## src/rtl/seq1101_pkg.sv

```systemverilog
// Shared state types for the 1101 sequence detectors.
// The late detector's codes are fixed: its flag is taken from bit 2,
// which only the hit state sets.
package seq1101_pkg;

    typedef enum logic [2:0] {
        LT_IDLE   = 3'b000,
        LT_ONE    = 3'b001,
        LT_ONEONE = 3'b010,
        LT_OOZ    = 3'b011,
        LT_HIT    = 3'b100
    } late_state_t;

    typedef enum logic [1:0] {
        EA_IDLE   = 2'b00,
        EA_ONE    = 2'b01,
        EA_ONEONE = 2'b10,
        EA_OOZ    = 2'b11
    } early_state_t;

endpackage

```

## src/rtl/seq1101_late.sv

```systemverilog
// Registered-output (Moore) detector for the serial pattern 1101.
// Five states; the flag is state bit 2, high only in the hit state.
// Assumes: one bit per clock, synchronous active-low reset.
module seq1101_late
    import seq1101_pkg::*;
(
    input  logic clk,
    input  logic rst_n,
    input  logic ser_in,
    output logic match_late
);

    late_state_t state_q;
    late_state_t state_d;

    // Next-state selection from the progress so far and the new bit.
    always_comb begin
        state_d = LT_IDLE;
        unique case (state_q)
            LT_IDLE:   state_d = ser_in ? LT_ONE    : LT_IDLE;
            LT_ONE:    state_d = ser_in ? LT_ONEONE : LT_IDLE;
            LT_ONEONE: state_d = ser_in ? LT_ONEONE : LT_OOZ;
            LT_OOZ:    state_d = ser_in ? LT_HIT    : LT_IDLE;
            LT_HIT:    state_d = ser_in ? LT_ONEONE : LT_IDLE;
            default:   state_d = LT_IDLE;
        endcase
    end

    // State register with synchronous reset to idle.
    always_ff @(posedge clk) begin
        if (!rst_n) state_q <= LT_IDLE;
        else        state_q <= state_d;
    end

    // Flag is the top state bit; no logic after the register.
    assign match_late = state_q[2];

    // a hit is never held for two cycles (the next match needs three more bits).
    a_r3_single_cycle: assert property (@(posedge clk) disable iff (!rst_n)
        match_late |=> !match_late);

    // after a hit, a 1 leaves the machine with "11" already seen.
    a_r4_overlap_entry: assert property (@(posedge clk) disable iff (!rst_n)
        (match_late && ser_in) |=> (state_q == LT_ONEONE));

    // runs of ones do not lose progress.
    a_r5_ones_hold: assert property (@(posedge clk) disable iff (!rst_n)
        (state_q == LT_ONEONE && ser_in) |=> (state_q == LT_ONEONE));

endmodule

```

## src/rtl/seq1101_early.sv

```systemverilog
// Combinational-output (Mealy) detector for the serial pattern 1101.
// Four states; the flag rises while "110" is stored and the live bit is 1.
// Assumes: one bit per clock, synchronous active-low reset.
module seq1101_early
    import seq1101_pkg::*;
(
    input  logic clk,
    input  logic rst_n,
    input  logic ser_in,
    output logic match_early
);

    early_state_t state_q;
    early_state_t state_d;

    // Next state and flag from the stored progress and the live bit.
    always_comb begin
        state_d     = EA_IDLE;
        match_early = 1'b0;
        unique case (state_q)
            EA_IDLE:   state_d = ser_in ? EA_ONE    : EA_IDLE;
            EA_ONE:    state_d = ser_in ? EA_ONEONE : EA_IDLE;
            EA_ONEONE: state_d = ser_in ? EA_ONEONE : EA_OOZ;
            EA_OOZ: begin
                state_d     = ser_in ? EA_ONE : EA_IDLE;
                match_early = ser_in;
            end
            default:   state_d = EA_IDLE;
        endcase
    end

    // State register with synchronous reset to idle.
    always_ff @(posedge clk) begin
        if (!rst_n) state_q <= EA_IDLE;
        else        state_q <= state_d;
    end

    // the flag needs the live bit to be 1.
    a_r7_needs_one: assert property (@(posedge clk) disable iff (!rst_n)
        match_early |-> ser_in);

    // after a hit the machine holds one 1, ready for "1101" to overlap.
    a_r4_after_hit: assert property (@(posedge clk) disable iff (!rst_n)
        match_early |=> (state_q == EA_ONE));

endmodule

```

## src/rtl/seq1101_detector.sv

```systemverilog
// Top of the 1101 serial detector: an early (Mealy) and a late (Moore)
// detector read the same serial input side by side.
// Assumes: one bit per clock, synchronous active-low reset.
module seq1101_detector (
    input  logic clk,
    input  logic rst_n,
    input  logic ser_in,
    output logic match_early,
    output logic match_late
);

    seq1101_early u_early (
        .clk         (clk),
        .rst_n       (rst_n),
        .ser_in      (ser_in),
        .match_early (match_early)
    );

    seq1101_late u_late (
        .clk        (clk),
        .rst_n      (rst_n),
        .ser_in     (ser_in),
        .match_late (match_late)
    );

    // the late flag is the early flag one cycle on.
    a_r6_late_follows: assert property (@(posedge clk) disable iff (!rst_n)
        match_early |=> match_late);
    a_r6_no_spurious: assert property (@(posedge clk) disable iff (!rst_n)
        !match_early |=> !match_late);

endmodule

```

## config.mk

```make
export PLATFORM = sky130hd
export DESIGN_NAME = seq1101_detector
export DESIGN_NICKNAME = d
export VERILOG_FILES = /design/src/rtl/seq1101_pkg.sv /design/src/rtl/seq1101_late.sv /design/src/rtl/seq1101_early.sv /design/src/rtl/seq1101_detector.sv
export SDC_FILE = /design/constraint.sdc
export NUM_CORES = 1
export LEC_CHECK = 0
export CAP_MARGIN = 5
export CORE_AREA = 8 8 45 47
export CTS_CLUSTER_DIAMETER = 150
export CTS_CLUSTER_SIZE = 16
export DETAILED_ROUTE_END_ITERATION = 10
export DIE_AREA = 0 0 53 55
export PLACE_DENSITY = 0.41
export SYNTH_ARGS = -nofsm -noshare
export SYNTH_HDL_FRONTEND = slang
export SYNTH_SLANG_ARGS = --single-unit
```

## constraint.sdc

```tcl
create_clock -name clk -period 3.6 [get_ports clk]
set_clock_uncertainty 0.2 [all_clocks]
set_input_delay 0.72 -clock clk [delete_from_list [all_inputs] [get_ports clk]]
set_output_delay 0.72 -clock clk [all_outputs]
set_load 0.03 [all_outputs]
```

# Word-level counts from Yosys, hierarchy flattened

Cells that the tools add are included.

Output and inout port bits: 2
Flip-flop bits (word level): 5

Equality and inequality tests: 7
Reductions and logical operators: 4
Multiplexer cells: 10

Operators with widths:

| cell                                                            | number |
|---|---|
| 3-bit case mux with 4 select lines                              | 1 |
| 3-bit by 2-bit == test with 1-bit output, second input constant | 2 |
| 2-bit case mux with 3 select lines                              | 1 |
| 1-bit 2-to-1 mux                                                | 5 |
| 2-bit == test, second input constant                            | 2 |
| 2-bit 2-to-1 mux                                                | 2 |
| 2-bit OR reduction                                              | 2 |
| 3-bit by 1-bit == test with 1-bit output, second input constant | 1 |
| 3-bit == test, second input constant                            | 1 |
| 3-bit zero test                                                 | 1 |
| 3-bit 2-to-1 mux                                                | 1 |
| 2-bit by 1-bit == test with 1-bit output, second input constant | 1 |
| 2-bit zero test                                                 | 1 |

# Depth between registers and ports, before layout

Depth in word-level cells: 3
Depth in mapped cells: 4
Mapped depth without buffers: 4

# Cells and area by module

A second synthesis with hierarchy kept.

Cell total of the unflattened synthesis: 24
Area total of the unflattened synthesis: 255.2 um^2

By module, submodules not included:

| module        | area an instance (um^2) | instances | cells an instance |
|---|---|---|---|
| seq1101_late  | 130.1                   | 1         | 12 |
| seq1101_early | 125.1                   | 1         | 12 |

# Worst setup path before layout

OpenSTA, ideal clock, no wires.

Path kind: in2out
Start: input ser_in
End: output match_early
Setup slack: 1747 ps
Arrival time: 933 ps
Cell stages on the path: 1
Cells stage by stage: and2_2

Word-level cells in the longest chain between the ends: 1

Ends and longest elaborated chain:

| element            | line                  | RTL |
|---|---|---|
| start: declaration | seq1101_detector.sv:7 | `input logic ser_in,` |
| 1-bit 2-to-1 mux   | seq1101_early.sv:20   | `unique case (state_q)` |
| end: declaration   | seq1101_detector.sv:8 | `output logic match_early,` |

Every way passes these cells.

# Worst setup path after layout

Ends and elaborated chain as after synthesis.

==> results.txt <==
The count of vias placed by the detailed router is 184. The quantity of gates resized following cts came out at 0. The number of buffers added to fix hold violations after cts is 0.

The combinational share of power came out at 0.108. The number of clock sinks seen by CTS is 5. The arrival time at the worst endpoint is 2.15 ns. The initial DRC count came out at 4. The flow ran to the end, and the final reports show no timing, DRC or antenna violations. In the global route stage, overall resource usage came out at 0.03554. The post-route fraction of the period consumed by the critical path is 0.8515.

The number of synthesized register bits came out at 5. Headroom to the max-slew limit came out at 0.7897. The proportion of total power due to net switching came out at 0.2277. The worst setup path is of the in -> out kind. The final-stage net count came out at 39.

The clock slew at the register clock pins of the worst setup and hold paths is 0.04 ns. TritonCTS built the clock tree. After global routing the overflow that remains totals 0. The gate count of the mapped netlist is 24. The sequential element share of the synthesized area came out at 0.3980. The number of global-route vias before repair came out at 164.

The core utilization of the finished layout is 0.2441. The average footprint of a synthesized cell is 10.48 um^2. The area fraction of the dominant cell type after synthesis came out at 0.3980. The standard cell core area came out at 1384 um^2. The clock network latency to the later pin of the worst-skew pair is 0.24 ns. The highest fanout seen on the critical path is 6. The width of the chip came out at 53 um. The die covers 2915 um^2. The count of max-cap constraint violations is 0. The number of placed I/O pins came out at 5. In the post-synthesis netlist, the biggest area contributors are sky130_fd_sc_hd__dfxtp_1, sky130_fd_sc_hd__ha_1, sky130_fd_sc_hd__mux2i_1.

The total number of H-tree levels is 1. The maximum frequency from static timing analysis came out at 326.2 MHz. The final period demand of the worst path is 3.065 ns. The number of antenna diodes in the final layout is 0.

The via count normalized by instance count came out at 3.833. The first-pass iteration count of the detailed router is 2. In the final layout, the multi-input gates occupy 143.9 um^2.

The effective utilization at floorplan came out at 0.1817. Counting cells, the worst reg-to-reg path comes to 4. The routed wire length per instance is 8.583 um. The critical path launch point type is an input port. The post-layout total power is 142.5 uW. The maximum vdd drop came out at 0.09828 mV. The library cell used most frequently in the layout, excluding fill and tap cells, is sky130_fd_sc_hd__dfxtp_1. The number of remaining DRC errors is 0.

The number of failing hold endpoints at the final stage was 0. The first global-routing pass estimated 648 um of wire. The analysis attributes to cell leakage a power of 0.1300 nW.

Once the clock tree was built, the setup fixing pass inserted 0 buffers. The CTS buffer count came out at 3. The maximum number of pins on one net before global-route repair is 7. The cell area that synthesis handed to floorplanning was 251.5 um^2. The net switching power figure is 32.45 uW. During placement, the flow inserted port buffers numbering 4.

The worst-margin pin slew is 0.3145 ns. Setup repair after global routing left no endpoint under its margin. The required time reported for the critical path endpoint came out at 2.68 ns. The library cell with the largest summed area after synthesis is sky130_fd_sc_hd__dfxtp_1. The number of failing setup endpoints in the final timing report is 0. The number of placed cells counting well taps came out at 44.

The post-synthesis net count came out at 30. The layout-stage area growth over the synthesis result came out at 34.33%. The number of library cell types mapped by synthesis is 14.

The finished layout holds 48 standard cells, fillers aside. The initial antenna violation count came out at 0. The part of the total power dissipated in sequential elements came out at 0.439. The number of rows created at floorplan came out at 14. Power spread over the standard cell area amounts to 421.8 nW/um^2. After routing, the total negative slack on setup checks comes to 0 ns.

The path category of the worst min-delay check is reg -> reg. The count of pins over their slew limit came to 0. The worst setup path is captured at a primary output. The register area is 100.1 um^2.

The weighted congestion at the end of routability-driven global placement came out at 0.6590. The number of filler cells placed in the layout came out at 154. The Yosys step of the flow raised 0 warnings. The clock network fraction of total power is 0.454. The number of nets still failing antenna checks after routing is 0. The library cells used most frequently in the layout, excluding fill and tap cells, are sky130_fd_sc_hd__dfxtp_1, sky130_fd_sc_hd__clkdlybuf4s50_1, sky130_fd_sc_hd__ha_1, sky130_fd_sc_hd__clkbuf_4. The internal power is 110.1 uW. The longest clock path from root to sink contains 2 buffers. Summed over all layers, the routed wires come to 412 um. Along the worst hold path, the cell count comes to 1.

Measured along the y axis, the die boundary spans 55 um. The library cell used as clock root buffer is sky130_fd_sc_hd__clkbuf_4. The fraction of final layout cells sized beyond drive strength 1 came out at 0.1563.
worst paths after layout:
kind | from | to | slack, ns
max | ser_in | match_early | 0.53
min | u_late.state_q[0] | u_late.state_q[0] | 0.30
max reg2reg | u_early.state_q[0] | u_early.state_q[0] | 2.44
min reg2reg | u_late.state_q[0] | u_late.state_q[0] | 0.30
power groups by stage:
| stage | combinational (mW) | sequential [mW] | clock, mW |
|---|---|---|---|
| floorplan | 0.0103 | 0.0630 | 0 |
| global placement | 0.0158 | 0.0634 | 0 |
| detailed placement | 0.0156 | 0.0635 | 0 |
| CTS | 0.0158 | 0.0625 | 0.0676 |
| global route | 0.0170 | 0.0628 | 0.0716 |
| finish | 0.0154 | 0.0625 | 0.0646 |
layer usage:
layer | vias to the layer above | share of wire | track usage | wire length [um]
li1 | 96 | - | - | -
met2 | 7 | 0.31 | 0.03320 | 128
met3 | 2 | 0.15 | 0.03209 | 62
met1 | 79 | 0.50 | 0.03196 | 206
met5 | - | 0 | 0 | 0
met4 | 0 | 0.036 | 0.06466 | 15
state kept, by name, indices dropped and copies added (netlist names):
signal and count:
u_late.state_q 3, u_early.state_q 2
synth_stat cells:
library cell                number
sky130_fd_sc_hd__mux2i_1         2
sky130_fd_sc_hd__nand2b_1        1
sky130_fd_sc_hd__inv_1           2
sky130_fd_sc_hd__o21ai_0         1
sky130_fd_sc_hd__nand3_1         1
sky130_fd_sc_hd__and2_2          1
sky130_fd_sc_hd__nor2_1          1
sky130_fd_sc_hd__nand3b_1        1
sky130_fd_sc_hd__ha_1            3
sky130_fd_sc_hd__nor2b_1         2
sky130_fd_sc_hd__xnor2_1         2
sky130_fd_sc_hd__dfxtp_1         5
sky130_fd_sc_hd__nand4bb_1       1
sky130_fd_sc_hd__nor3_2          1
area by class of cell:
type	count	area share
multi-input combinational	17	0.4259
sequential	5	0.2963
timing repair buffer	4	0.1185
clock buffer	4	0.07778
tap	16	0.05926
inverter	2	0.02222
cells by family after synthesis:
logic type | after synthesis | synth area share
AND/OR/NAND/NOR | 9 | 0.2537
flip-flops | 5 | 0.3980
adder cells (fa/ha/maj) | 3 | 0.1493
XOR/XNOR | 2 | 0.06966
buffers and inverters | 2 | 0.02986
multiplexers | 2 | 0.07961
AO/OA/AOI/OAI | 1 | 0.01988
critical path, stage by stage:
cell,delay [ns]
sky130_fd_sc_hd__clkdlybuf4s50_1,0.58
sky130_fd_sc_hd__and2_2,0.18
sky130_fd_sc_hd__clkdlybuf4s50_1,0.66
stage by stage:
step | worst slack [ns] | area (um^2) | hold WS, ns
final | 0.5347 | 337.8 | 0.2979
after global routing | 0.4773 | 337.8 | 0.3202
after CTS | 0.5269 | 337.8 | 0.2982
after detailed placement | 0.5322 | 311.5 | 0.2874
after global placement | 0.5384 | 311.5 | 0.2874
after floorplan | 1.747 | 251.5 | 0.2648
Note: power is estimated with default switching activity, not from simulation.
